`config.mk`:
```
export PLATFORM = sky130hd
export DESIGN_NAME = bus_strobe_gen
export DESIGN_NICKNAME = d
export VERILOG_FILES = /design/src/rtl/bus_strobe_gen.sv
export SDC_FILE = /design/constraint.sdc
export NUM_CORES = 1
export LEC_CHECK = 0
export CORE_AREA = 5 5 42 44
export CTS_CLUSTER_DIAMETER = 150
export DETAILED_ROUTE_END_ITERATION = 6
export DIE_AREA = 0 0 47 49
export DONT_BUFFER_PORTS = 1
export PLACE_DENSITY = 0.57
export SLEW_MARGIN = 20
export SYNTH_ARGS = -nofsm -noshare
export SYNTH_HDL_FRONTEND = slang
export SYNTH_SLANG_ARGS = --single-unit
```
`constraint.sdc`:
```
create_clock -name clk -period 2.14 [get_ports clk]
set_input_delay 0.428 -clock clk [delete_from_list [all_inputs] [get_ports clk]]
set_output_delay 0.428 -clock clk [all_outputs]
set_load 0.02 [all_outputs]
```
`src/rtl/bus_strobe_gen.sv`:
```
module bus_strobe_gen (
  input  logic       clk,
  input  logic       rst_n,
  input  logic       xdata_cyc,
  input  logic       ctab_rd,
  input  logic       ext_exec,
  input  logic       ale_off,
  output logic       ale,
  output logic       psen_n,
  output logic [3:0] phase_idx
);

  localparam logic [3:0] LAST = 4'd11;

  logic [3:0] idx;
  logic       dcyc, tcyc, tail;
  logic       wrap;

  assign wrap = (idx == LAST);

  always_ff @(posedge clk or negedge rst_n) begin
    if (!rst_n) begin
      idx  <= '0;
      dcyc <= 1'b0;
      tcyc <= 1'b0;
      tail <= 1'b0;
    end else begin
      idx <= wrap ? '0 : idx + 4'd1;
      if (wrap) begin
        dcyc <= xdata_cyc;
        tcyc <= ctab_rd;
        tail <= ext_exec & ~dcyc;
      end
    end
  end

  logic win_a1, win_a2, win_p1, win_p2, ale_en, strobe_on;

  assign win_a1    = (idx == 4'd1) | (idx == 4'd2);
  assign win_a2    = (idx == 4'd7) | (idx == 4'd8);
  assign win_p1    = (idx >= 4'd4) & (idx <= 4'd6);
  assign win_p2    = (idx == 4'd10) | (idx == 4'd11);
  assign ale_en    = ext_exec | ~ale_off | dcyc | tcyc;
  assign strobe_on = ext_exec & ~dcyc;

  assign ale       = ale_en & (win_a1 | (win_a2 & ~dcyc));
  assign psen_n    = ~((strobe_on & (win_p1 | win_p2)) | ((idx == 4'd0) & tail));
  assign phase_idx = idx;


  idx_wrap_chk: assert property (@(posedge clk) disable iff (!rst_n)
    (phase_idx == LAST) |=> (phase_idx == 4'd0));


  idx_step_chk: assert property (@(posedge clk) disable iff (!rst_n)
    (phase_idx < LAST) |=> (phase_idx == $past(phase_idx) + 4'd1));


  ale_edge_chk: assert property (@(posedge clk) disable iff (!rst_n)
    $rose(ale) |-> (phase_idx == 4'd1 || phase_idx == 4'd7));


  no_overlap_chk: assert property (@(posedge clk) disable iff (!rst_n)
    !(ale && !psen_n));


  int_exec_chk: assert property (@(posedge clk) disable iff (!rst_n)
    (!ext_exec && phase_idx != 4'd0) |-> psen_n);


  data_drop_chk: assert property (@(posedge clk) disable iff (!rst_n)
    (dcyc && phase_idx != 4'd0) |-> (psen_n && !(phase_idx == 4'd7 && ale)));

endmodule

```
; ---- Yosys cells after proc, flatten, opt, wreduce, memory -nomap -nowiden
; Cells that the tools add are included.
[totals]
reg_bits = 7
inputBits = 6
output_inout_bits = 6
wordCells = 33
[classes]
n_addsub = 1
order_cmp = 2
n_eq_ne = 6
mux = 1
n_bitwise = 18
n_reduce_logical = 1
[op_table]
columns = op, count
row1 = == test 4 bit (second input constant), 3
row2 = OR 1 bit, 9
row3 = AND 1 bit, 6
row4 = adder 4 x 1 -> 4 bit (second input constant), 1
row5 = == test 4 x 1 -> 1 bit (second input constant), 1
row6 = == test 4 x 2 -> 1 bit (second input constant), 1
row7 = == test 4 x 3 -> 1 bit (second input constant), 1
row8 = greater-or-equal comparator 4 x 3 -> 1 bit (second input constant), 1
row9 = less-or-equal comparator 4 x 3 -> 1 bit (second input constant), 1
row10 = logical NOT 4 bit, 1
row11 = two-way mux 4 bit, 1
row12 = inverter 1 bit, 3

; ---- Longest topological paths before layout
[depth]
word_depth = 6
ltp_mapped = 5
depth_no_buf = 5

; ---- Worst setup path before layout
; Ideal clock, no wire load.
[synth_path]
kind = register -> output
startpoint = register idx[1] (netlist: phase_idx[1])
endpoint = output ale
t_arrival_ns = 1.421
t_required_ns = 1.712
slack_ns = 0.291
stages_incl_launch_ff = 5
n_path_buf = 0
cell_sequence = dfrtp_1 -> ha_1 -> nand3b_1 -> a21o_1 -> a21oi_1
[synth_via]
elab_chain_cells = 5
word_cells_on_any_way = 9
classes_between = eq/ne (4) / bitwise (5)
[synth_lines]
columns = item, line_no
row1 = "start, declared", 15  ; logic [3:0] idx;
row2 = "start signal, assigned", 28  ; idx <= wrap ? '0 : idx + 4'd1;
row3 = == test 4 x 3 -> 1 bit or == test 4 bit (tied branches), 40  ; assign win_a2 = (idx == 4'd7) | (idx == 4'd8);
row4 = OR 1 bit, 40
row5 = AND 1 bit, 46  ; assign ale = ale_en & (win_a1 | (win_a2 & ~dcyc));
row6 = OR 1 bit *, 46
row7 = AND 1 bit *, 46
row8 = "end, declared", 8  ; output logic ale,
; Mark *: on every way between the ends. The rest lies on a longest branch, timed or not.

; ---- Final worst setup path
[layout_path]
startpoint = register idx[0] (netlist: phase_idx[0])
endpoint = output ale
; Same word-level chain as after synthesis.

==> impl_metrics.csv <==
group,metric,value,unit
placement,portBuffers,0,
timing,setup_viol,0,
route,drcViolationCount,0,
cts,cts.path.max_buffers,2,
timing,hold_violations,0,
cts,cts-buffers-inserted,3,
synth,yosys_warnings,0,
grt,grt_max_degree,10,
power_and_ir_drop,p_leak,0.2589,nW
min_path,hp-class,"input port to register",
placement,post_dp_cell_area,454.2,µm²
setup_path,start_kind,"register",
route,drtIter0Drc,2,
timing,fin_setup_tns,0,ps
route,ant_nets,0,
timing,finalClockSkew,0.4842,ps
flow_run,maxCapViolations,0,
synth,netlist_area,426.7,µm²
setup_path,worstSetupPathType,"register to output pin",
power_and_ir_drop,p_clk_frac,0.427,
setup_path,r2r-start,"phase_idx[0]",
power_and_ir_drop,switching_share,0.1831,
floorplanning,pin_count,12,
min_path,min_to,"tcyc",
synth,ys_ff_latch,7,
timing,slew_headroom,0.7046,
placement,post-dp-hpwl,619.2,µm
route,route.vias.total,286,
setup_path,reg2reg_depth,3,
power_and_ir_drop,switching_power,0.04756,mW
power_and_ir_drop,ir_drop,0.2974,mV
final_layout,areaGrowthSynthToFinish,17.30,%
floorplanning,core_area,1401,µm²
floorplanning,die_h,49,µm
min_path,min_from,"ctab_rd",
final_layout,num_antenna_cells,0,
grt,grt_pass1_vias,277,
final_layout,nets,54,
timing,slew_viol_final,0,
timing,rsz0062_at_grt,"no",
final_layout,drive_gt1_frac,0.2791,
cts,cts.sinks,7,
setup_path,worstPathRequired,1710,ps
placement,post-place-ws,266.0,ps
setup_path,critical_path_arrival,1630,ps
grt,track_usage,0.07315,
timing,max_freq,486.8,MHz
setup_path,crit_path_top_delay_cell,"dfrtp_1",
power_and_ir_drop,power_frac_seq,0.530,
timing,finalCritPeriodShare,0.9599,
route,wl_per_cell,13.12,µm
floorplanning,chipWidth,47,µm
route,vias_per_cell,4.847,
cts,cts_htree_levels,1,
cts,cts-root-buf,"clkbuf_4",
setup_path,crit_path_max_fanout,5,
synth,synth_cell_types,21,
setup_path,path_cells,"ha_2 -> nand3b_1 -> a21o_1 -> a21oi_1 -> buf_4",
power_and_ir_drop,p_comb_frac,0.043,
min_path,min_path_cells,1,
setup_path,r2r-end,"dcyc",
setup_path,cp_slowest_stage_delay,520,ps
synth,syn_area_per_cell,11.53,µm²
cts,clock_latency,240,ps
route,dr.pass1.iters,4,
timing,tightest_slew,443.2,ps
final_layout,finish.instance_area,500.5,µm²
floorplanning,die-area,2303,µm²
cts,post_cts_buffers,0,
power_and_ir_drop,intPower,0.2122,mW
floorplanning,core.rowCount,14,
placement,place.gp.congestion,0.6759,
synth,synthesis.instances,37,
cts,cts_tree,"done",
grt,grt_pass1_wl,1.200,mm
timing,fin_crit,2054,ps
setup_path,end_kind,"output pin",
synth,synth-seq-area-share,0.4106,
route,wl,774,µm
floorplanning,initial_utilization,0.3045,
cts,clk_pin_slew_worst_paths,50,ps
power_and_ir_drop,power_density,519.1,nW/µm²
grt,grt_antenna_before_repair,0,
grt,gr-total-overflow,0,
status,status,"finished, final reports clean",
synth,synth_fp_nets,47,
timing,setup_ws,85.71,ps
setup_path,r2r_slack,730,ps
## registers in the layout, summed over array words and instances, names as in the netlist
register   count
dcyc           1
tail           1
tcyc           1
phase_idx      4
## worst max-delay path, delay by kind of cell (launching register included)
family	cells	cell delay, ps
compound gates	2	300
flops	1	520
buf+inv	1	150
fa+ha+maj	1	320
simple gates	1	90
## power groups by stage
stage,Sequential (mW),Combinational [mW],Clock [mW]
CTS,0.138,0.0115,0.116
global placement,0.140,0.00738,0
global route,0.138,0.0122,0.126
floorplan,0.139,0.00601,0
finish,0.138,0.0111,0.111
detailed placement,0.140,0.00756,0
## per-layer routing
metal | vias up | routed length (µm) | part of all wire | GRT usage
met4 | 0 | 16 | 0.021 | 0.06912
met1 | 136 | 338 | 0.44 | 0.09255
met3 | 2 | 54 | 0.070 | 0.02214
met5 | - | 0 | 0 | 0
met2 | 5 | 364 | 0.47 | 0.09276
li1 | 143 | - | - | -
## cells in the mapped netlist, drive strengths merged
cell type  instances  area, µm²
xnor2              1      8.760
and4bb             1      12.51
nor2               2      7.510
nand2              2      7.510
and2               1      7.510
o21ai              2      10.01
nor4b              1      8.760
mux2               3      41.29
and3               1      6.260
inv                2      7.510
a21o               1      7.510
o2bb2ai            1      8.760
ha                 4      50.05
nor3               2      15.01
nand3b             3      35.03
dfrtp              7      175.2
a21oi              1      5.000
nand2b             2      12.51
## metrics by stage
stage / hold slack (ps) / power [mW] / utilization / std cells
final: 333.8 / 0.2598 / 0.3571 / 59
after global routing: 327.8 / 0.2756 / 0.3571 / 59
after CTS: 325.7 / 0.2655 / 0.3500 / 59
after detailed placement: 132.6 / 0.1473 / 0.3241 / 54
after global placement: 132.6 / 0.1470 / 0.3241 / 54
after floorplan: 132.4 / 0.1451 / - / 37
## cell families after synthesis
family,share of synthesized area
xor+xnor,0.02053
fa+ha+maj,0.1173
flops,0.4106
mux,0.09678
buf+inv,0.01760
simple gates,0.2639
compound gates,0.07331
## cell type report
cell class	count	area, µm²
Clock buffer	4	26.28
Tap cell	16	20.02
Sequential cell	7	176.4
Multi-Input combinational cell	28	252.7
Fill cell	154	900.9
Inverter	2	7.507
Timing Repair Buffer	2	17.52
## layout by cell type, fill, tap and decap left out, drive strengths merged
master,n
dfrtp,7
ha,4
clkbuf,4
nand3b,3
mux2,3
nor2,2
inv,2
o21ai,2
nand2b,2
nand2,2
nor3,2
and2,1
a21o,1
nor4b,1
a21oi,1
and4bb,1
and3,1
xnor2,1
o2bb2ai,1
dlygate4sd3,1
buf,1
## what timing repair did
action                     4_1_cts  5_1_grt
setup endpoints to repair        0        2
resized for setup                0        3
hold endpoints to repair         7        0
hold buffers                     1        0
## how the worst max path moves through the flow
stage | from | to | slack, ps | cells after the start
final | phase_idx[0] | ale | 90 | 5
after global routing | phase_idx[0] | ale | 1 | 6
after CTS | phase_idx[1] | ale | 1 | 5
after detailed placement | phase_idx[1] | ale | 270 | 5
after global placement | phase_idx[1] | ale | 290 | 5
after floorplan | phase_idx[1] | ale | 290 | 4
Power figures use the tool's default switching activity.
